$ cat config.mk
export PLATFORM = sky130hd
export DESIGN_NAME = cc_ami_tx
export DESIGN_NICKNAME = d
export VERILOG_FILES = /design/src/rtl/cc_ami_pkg.sv /design/src/rtl/cc_phase_ctr.sv /design/src/rtl/cc_frame_seq.sv /design/src/rtl/cc_pol_gen.sv /design/src/rtl/cc_ami_tx.sv
export SDC_FILE = /design/constraint.sdc
export NUM_CORES = 1
export LEC_CHECK = 0
export BUFFER_PORTS_ARGS = -buffer_cell sky130_fd_sc_hd__buf_2
export CORE_MARGIN = 4
export CORE_UTILIZATION = 30
export CTS_BUF_LIST = sky130_fd_sc_hd__clkbuf_8
export CTS_CLUSTER_SIZE = 40
export DETAILED_ROUTE_END_ITERATION = 12
export HOLD_SLACK_MARGIN = 0.08
export SKIP_LAST_GASP = 1
export SLEW_MARGIN = 20
export SYNTH_ARGS = -nofsm -noshare
export SYNTH_HDL_FRONTEND = slang
export SYNTH_SLANG_ARGS = --single-unit
$ cat constraint.sdc
create_clock -name clk -period 1.65 [get_ports clk]
set_input_delay 0.0825 -clock clk [delete_from_list [all_inputs] [get_ports clk]]
set_output_delay 0.0825 -clock clk [all_outputs]
set_load 0.005 [all_outputs]
$ cat src/rtl/cc_ami_pkg.sv
package cc_ami_pkg;

  typedef struct packed {
    logic pos;
    logic neg;
  } rail_t;

  function automatic rail_t drive_rails(input logic active, input logic positive);
    rail_t r;
    r.pos = active & positive;
    r.neg = active & ~positive;
    return r;
  endfunction

endpackage

$ cat src/rtl/cc_phase_ctr.sv
module cc_phase_ctr #(
  parameter int N = 8,
  localparam int PW = (N > 1) ? $clog2(N) : 1
) (
  input  logic          clk,
  input  logic          rst,
  input  logic          tick,
  output logic [PW-1:0] phase,
  output logic          bit_start,
  output logic          bit_last
);

  localparam logic [PW-1:0] LAST = PW'(N - 1);

  always_ff @(posedge clk) begin
    if (rst) begin
      phase <= '0;
    end else if (tick) begin
      if (phase == LAST) phase <= '0;
      else               phase <= phase + 1'b1;
    end
  end

  assign bit_start = tick && (phase == '0);
  assign bit_last  = tick && (phase == LAST);

endmodule

$ cat src/rtl/cc_frame_seq.sv
module cc_frame_seq #(
  parameter int SLOTS  = 8,
  parameter int FRAMES = 20,
  localparam int SW = (SLOTS > 1) ? $clog2(SLOTS) : 1,
  localparam int FW = (FRAMES > 1) ? $clog2(FRAMES) : 1
) (
  input  logic clk,
  input  logic rst,
  input  logic adv,
  output logic viol_slot,
  output logic mark_frame
);

  localparam logic [SW-1:0] SLOT_LAST  = SW'(SLOTS - 1);
  localparam logic [FW-1:0] FRAME_LAST = FW'(FRAMES - 1);

  logic [SW-1:0] slot_q;
  logic [FW-1:0] frame_q;

  always_ff @(posedge clk) begin
    if (rst) begin
      slot_q  <= '0;
      frame_q <= '0;
    end else if (adv) begin
      if (slot_q == SLOT_LAST) begin
        slot_q <= '0;
        if (frame_q == FRAME_LAST) frame_q <= '0;
        else                       frame_q <= frame_q + 1'b1;
      end else begin
        slot_q <= slot_q + 1'b1;
      end
    end
  end

  assign viol_slot  = (slot_q == SLOT_LAST);
  assign mark_frame = (frame_q == FRAME_LAST);

endmodule

$ cat src/rtl/cc_pol_gen.sv
module cc_pol_gen (
  input  logic clk,
  input  logic rst,
  input  logic bit_start,
  input  logic viol,
  output logic pol_now
);

  // pol_q = 1 means the most recent mark was positive.
  logic pol_q;
  logic pol_new;

  assign pol_new = viol ? pol_q : ~pol_q;
  assign pol_now = bit_start ? pol_new : pol_q;

  always_ff @(posedge clk) begin
    if (rst)            pol_q <= 1'b0;
    else if (bit_start) pol_q <= pol_new;
  end

endmodule

$ cat src/rtl/cc_ami_tx.sv
module cc_ami_tx #(
  parameter int TICKS_PER_BIT   = 8,
  parameter int BITS_PER_FRAME  = 8,
  parameter int FRAMES_PER_MARK = 20,
  parameter int HIGH_SHORT      = 4,
  parameter int HIGH_LONG       = 5
) (
  input  logic clk,
  input  logic rst,
  input  logic tick,
  input  logic duty_long,
  input  logic frame_en,
  input  logic marker_en,
  output logic pos_rail,
  output logic neg_rail,
  output logic frame_strobe
);
  import cc_ami_pkg::*;

  localparam int PW = (TICKS_PER_BIT > 1) ? $clog2(TICKS_PER_BIT) : 1;

  logic [PW-1:0] phase;
  logic          bit_start;
  logic          bit_last;
  logic          viol_slot;
  logic          mark_frame;
  logic          viol;
  logic          pol_now;
  logic          active;
  int            high_ticks;
  rail_t         rails_d;

  cc_phase_ctr #(.N(TICKS_PER_BIT)) u_phase (
    .clk       (clk),
    .rst       (rst),
    .tick      (tick),
    .phase     (phase),
    .bit_start (bit_start),
    .bit_last  (bit_last)
  );

  cc_frame_seq #(.SLOTS(BITS_PER_FRAME), .FRAMES(FRAMES_PER_MARK)) u_seq (
    .clk        (clk),
    .rst        (rst),
    .adv        (bit_last),
    .viol_slot  (viol_slot),
    .mark_frame (mark_frame)
  );

  assign viol = frame_en && viol_slot && !(marker_en && mark_frame);

  cc_pol_gen u_pol (
    .clk       (clk),
    .rst       (rst),
    .bit_start (bit_start),
    .viol      (viol),
    .pol_now   (pol_now)
  );

  assign high_ticks = duty_long ? HIGH_LONG : HIGH_SHORT;
  assign active     = (int'(phase) < high_ticks);
  assign rails_d    = drive_rails(active, pol_now);

  always_ff @(posedge clk) begin
    if (rst) begin
      pos_rail     <= 1'b0;
      neg_rail     <= 1'b0;
      frame_strobe <= 1'b0;
    end else begin
      frame_strobe <= bit_start && viol;
      if (tick) begin
        pos_rail <= rails_d.pos;
        neg_rail <= rails_d.neg;
      end
    end
  end

endmodule

; ---- Yosys cells after proc, flatten, opt, wreduce, memory -nomap -nowiden
; Cells that the tools add are included.
[word_totals]
ff_bits = 15
in_bits = 6
[op_classes]
n_addsub = 3
eq_ne = 3
n_lt_le_gt_ge = 1
n_mux = 6
bitwise = 4
n_reduce_logical = 9
[ops]
columns = operator, n
row1 = $add 3x1->3 const B, 2
row2 = $eq 3x3->1 const B, 2
row3 = $logic_and 1x1->1, 6
row4 = $mux 3, 2
row5 = $add 5x1->5 const B, 1
row6 = $eq 5x5->1 const B, 1
row7 = $mux 5, 1
row8 = $logic_not 3->1, 1
row9 = $lt 3x3->1, 1
row10 = $mux 1, 3
row11 = $and 1x1->1, 2
row12 = $not 1->1, 2
row13 = $reduce_and 2->1, 1
row14 = $logic_not 1->1, 1

; ---- Depth between registers and ports, before layout
[depth]
word_depth = 8
ltp_mapped = 6

; ---- Hierarchy
; From an unflattened synthesis, not the netlist that was laid out.
[unflattened]
cells_unflattened = 77
area_unflattened_um2 = 749.5
[modules_own_cells]
columns = module, cells_per_inst, instances, area_each_um2
row1 = cc_frame_seq, 42, 1, 384.1
row2 = cc_phase_ctr, 16, 1, 167.7
row3 = cc_ami_tx, 13, 1, 128.9
row4 = cc_pol_gen, 6, 1, 68.8

; ---- Least setup slack after synthesis
; Ideal clock, no wire load.
[synth_timing]
kind = register to register
start = reg u_seq.frame_q[0]
end = reg neg_rail
t_required_ns = 1.535
setup_time_ns = 0.115
synth_period_minus_slack_ns = 1.476
stages_incl_launch_ff = 6
slack_ns = 0.174
arrival_ns = 1.361
path_buffers = 0
path_cell_list = dfxtp_1 > ha_1 > and4bb_1 > a21oi_2 > or3_1 > a31o_1
[synth_via]
elab_chain_cells = 8
[synth_rtl]
columns = item, line_no
row1 = start: declaration, cc_frame_seq.sv:18  ; logic [FW-1:0] frame_q;
row2 = start signal: assignment, cc_frame_seq.sv:28  ; else frame_q <= frame_q + 1'b1;
row3 = $eq 5x5->1, cc_frame_seq.sv:36  ; assign mark_frame = (frame_q == FRAME_LAST);
row4 = $logic_and 1x1->1, cc_ami_tx.sv:50  ; assign viol = frame_en && viol_slot && !(marker_en && mark_frame);
row5 = $logic_not 1->1, cc_ami_tx.sv:50
row6 = $logic_and 1x1->1, cc_ami_tx.sv:50
row7 = $mux 1, cc_pol_gen.sv:13  ; assign pol_new = viol ? pol_q : ~pol_q;
row8 = $mux 1, --
row9 = $not 1->1, cc_ami_pkg.sv:11  ; r.neg = active & ~positive;
row10 = $and 1x1->1, cc_ami_pkg.sv:11
row11 = end signal: assignment, cc_ami_tx.sv:73  ; neg_rail <= rails_d.neg;
row12 = end: declaration, cc_ami_tx.sv:15  ; output logic neg_rail,
; Every way passes these cells.
; A chain may end at the register's enable or synchronous reset.

; ---- Worst setup path after layout
; Ends and elaborated chain as after synthesis.

==> impl_metrics.tcl <==
set metrics [dict create \
    status "completed" \
    overflow 0 \
    reg2reg_depth 5 \
    multi_input_area_um2 419 \
    fillers 237 \
    crit_type "flop to flop" \
    ys_seq_area_share_pct 40.6 \
    grtUsageTotal_pct 10.0 \
    cp_max_fo 5 \
    period_minus_slack_ns 1.58 \
    cts_buffers 3 \
    setup_viol 0 \
    dieArea_um2 3320 \
    hold_viol_final 0 \
    initial_core_util_pct 32.5 \
    vdd_drop_max_uv 456 \
    crit_arrival_ns 1.72 \
    layout_common_cells "dfxtp_1, a21oi_1, nor2_1, buf_2" \
    grt_pass1_vias 607 \
    syn_inst 85 \
    ant_nets 0 \
    crit_path_start_kind "flop" \
    yosys_warnings 0 \
    syn_to_final_growth_pct 19.1 \
    drive_gt1_share_pct 20.2 \
    place_congestion 0.779 \
    cts_root_buf "clkbuf_8" \
    cts.sinks 15 \
    r2r_end "neg_rail" \
    post_cts_buffers 0 \
    htree_levels 1 \
    synth_edf_count 0 \
    hold_depth 3 \
    ctsResizeCount 0 \
    critPathRequiredTime_ns 1.79 \
    dp_hpwl_um 1090 \
    via_count 624 \
    grt_antenna_before_repair 0 \
    avgViaCountPerCell 4.91 \
    grt_max_degree 15 \
    final_common_cell "dfxtp_1" \
    timing.fmax_ghz 0.632 \
    die_h_um 57.6 \
    r2r-start "u_seq.frame_q[0]" \
    slew_headroom_pct 87.2 \
    maxCapViolCount 0 \
    async_reset_ff_share_pct 0 \
    wl_per_cell_um 11.5 \
    fin_skew_ns 0.00142 \
    grt_setup_unrepaired "false" \
    reg2reg_slack_ns 0.07 \
    clk_path_buf_depth 2 \
    finalSetupTns_ns 0 \
    hold_buffers 0 \
    fp-row-count 17 \
    synth_fp_nets 97 \
    worst_pin_slew_ns 0.192 \
    clk_pin_slew_worst_paths_ns 0.06 \
    nets 112 \
    power.leakage_nw 0.384 \
    syn_area_per_cell_um2 8.70 \
    synth.distinct_cells 28 \
    ys_seq_elements 15 \
    hp-start "tick" \
    numPortBuffers 8 \
    drt_pre_antenna_iters 4 \
    grt_pass1_wl_um 2550 \
    ys.flop_type "dfxtp_1" \
    holdWs_ns 0.165 \
    end_kind "flop" \
    fin_crit_sh_pct 95.9 \
    seqCellArea_um2 300 \
    synth_area_um2 739 \
    drc_errors 0 \
    min_path_type "input port to flop" \
    power_density_nw_per_um2 836 \
    num_io_pins 9 \
    die_x_um 57.6 \
    drt_iter0_drc 11 \
    cts_tree "done" \
    min_to "u_phase.phase[2]" \
    routed_wl_um 1460 \
    antenna_cells 0 \
    report.final.slew_viol_count 0 \
    clk_latency_ns 0.25 \
    fp.coreArea_um2 2280 \
]
==> worst max path at each step <==
| stage | depth (start not counted) | end | from | slack [ns] |
|---|---|---|---|---|
| 3_3_place_gp | 5 | neg_rail | u_seq.frame_q[0] | 0.07 |
| 3_5_place_dp | 5 | neg_rail | u_seq.frame_q[0] | 0.07 |
| 2_1_floorplan | 5 | neg_rail | u_seq.frame_q[0] | 0.17 |
| 4_1_cts | 5 | neg_rail | u_seq.frame_q[0] | 0.06 |
| 5_1_grt | 6 | neg_rail | u_phase.phase[0] | 0.002 |
| 6_report | 5 | neg_rail | u_seq.frame_q[0] | 0.07 |
==> synthesized netlist by cell type, types with 3 or more instances <==
cell type  count  share of area (%)
dfxtp_1       15                 41
a21oi_1       10                6.8
nor2_1         8                4.1
ha_1           6                 10
nand2_1        6                3.0
nand3_1        5                3.4
inv_1          3                1.5
mux2i_1        3                4.1
nor3_1         3                2.0
o21ai_1        3                2.0
==> state kept, by name (all words and copies together), names as in the netlist <==
signal and flops:
u_phase.phase 3, frame_strobe 1, u_seq.slot_q 3, pos_rail 1, neg_rail 1, u_pol.pol_q 1
u_seq.frame_q 5
==> per-stage QoR <==
stage | cells | setup WS [ns] | area (um^2) | util [%] | total power, mW
4_1_cts | 127 | 0.0599 | 881 | 38.7 | 0.753
3_3_place_gp | 123 | 0.0741 | 836 | 36.7 | 0.454
6_report | 127 | 0.0681 | 881 | 38.7 | 0.737
5_1_grt | 127 | 0.00174 | 881 | 38.7 | 0.778
2_1_floorplan | 85 | 0.174 | 739 | - | 0.430
3_5_place_dp | 123 | 0.0705 | 836 | 36.7 | 0.455
==> power breakdown <==
group          switching [mW]  leakage [nW]  internal, mW  total [mW]
clock                   0.125        0.0269         0.165       0.290
combinational          0.0334         0.235        0.0309      0.0643
sequential            0.00834         0.122         0.374       0.382
total                   0.167         0.384         0.570       0.737
==> layout make-up <==
class                      instances  share of cell area, %
sequential                        15                   34.1
clock buffer                       3                   4.69
multi-input combinational         65                   47.6
tap                               28                   3.98
inverter                           3                   1.28
clock inverter                     1                  0.426
timing repair buffer              12                   7.95
==> worst max-delay path: stages, from the launching register on <==
cell and delay [ns]:
dfxtp_1 0.38, ha_1 0.18, and4bb_2 0.28, a21oi_2 0.09, or3_1 0.33, a31o_1 0.22
==> cells by family after synthesis <==
group / Yosys count / share of synthesized area [%]
buffers and inverters: 5 / 2.71
adders and majority gates: 6 / 10.2
and+or+nand+nor: 38 / 28.9
DFF: 15 / 40.6
AOI/OAI and AO/OA: 18 / 13.5
muxes: 3 / 4.06
==> per-layer routing <==
metal / vias to the layer above / global-route usage [%] / share of wire, %
met5: - / 0 / 0
met4: 0 / 3.97 / 1.8
met3: 4 / 4.90 / 6.3
met2: 12 / 15.6 / 42
met1: 280 / 11.7 / 50
li1: 328 / - / -
(Power assumes the default switching activity.)
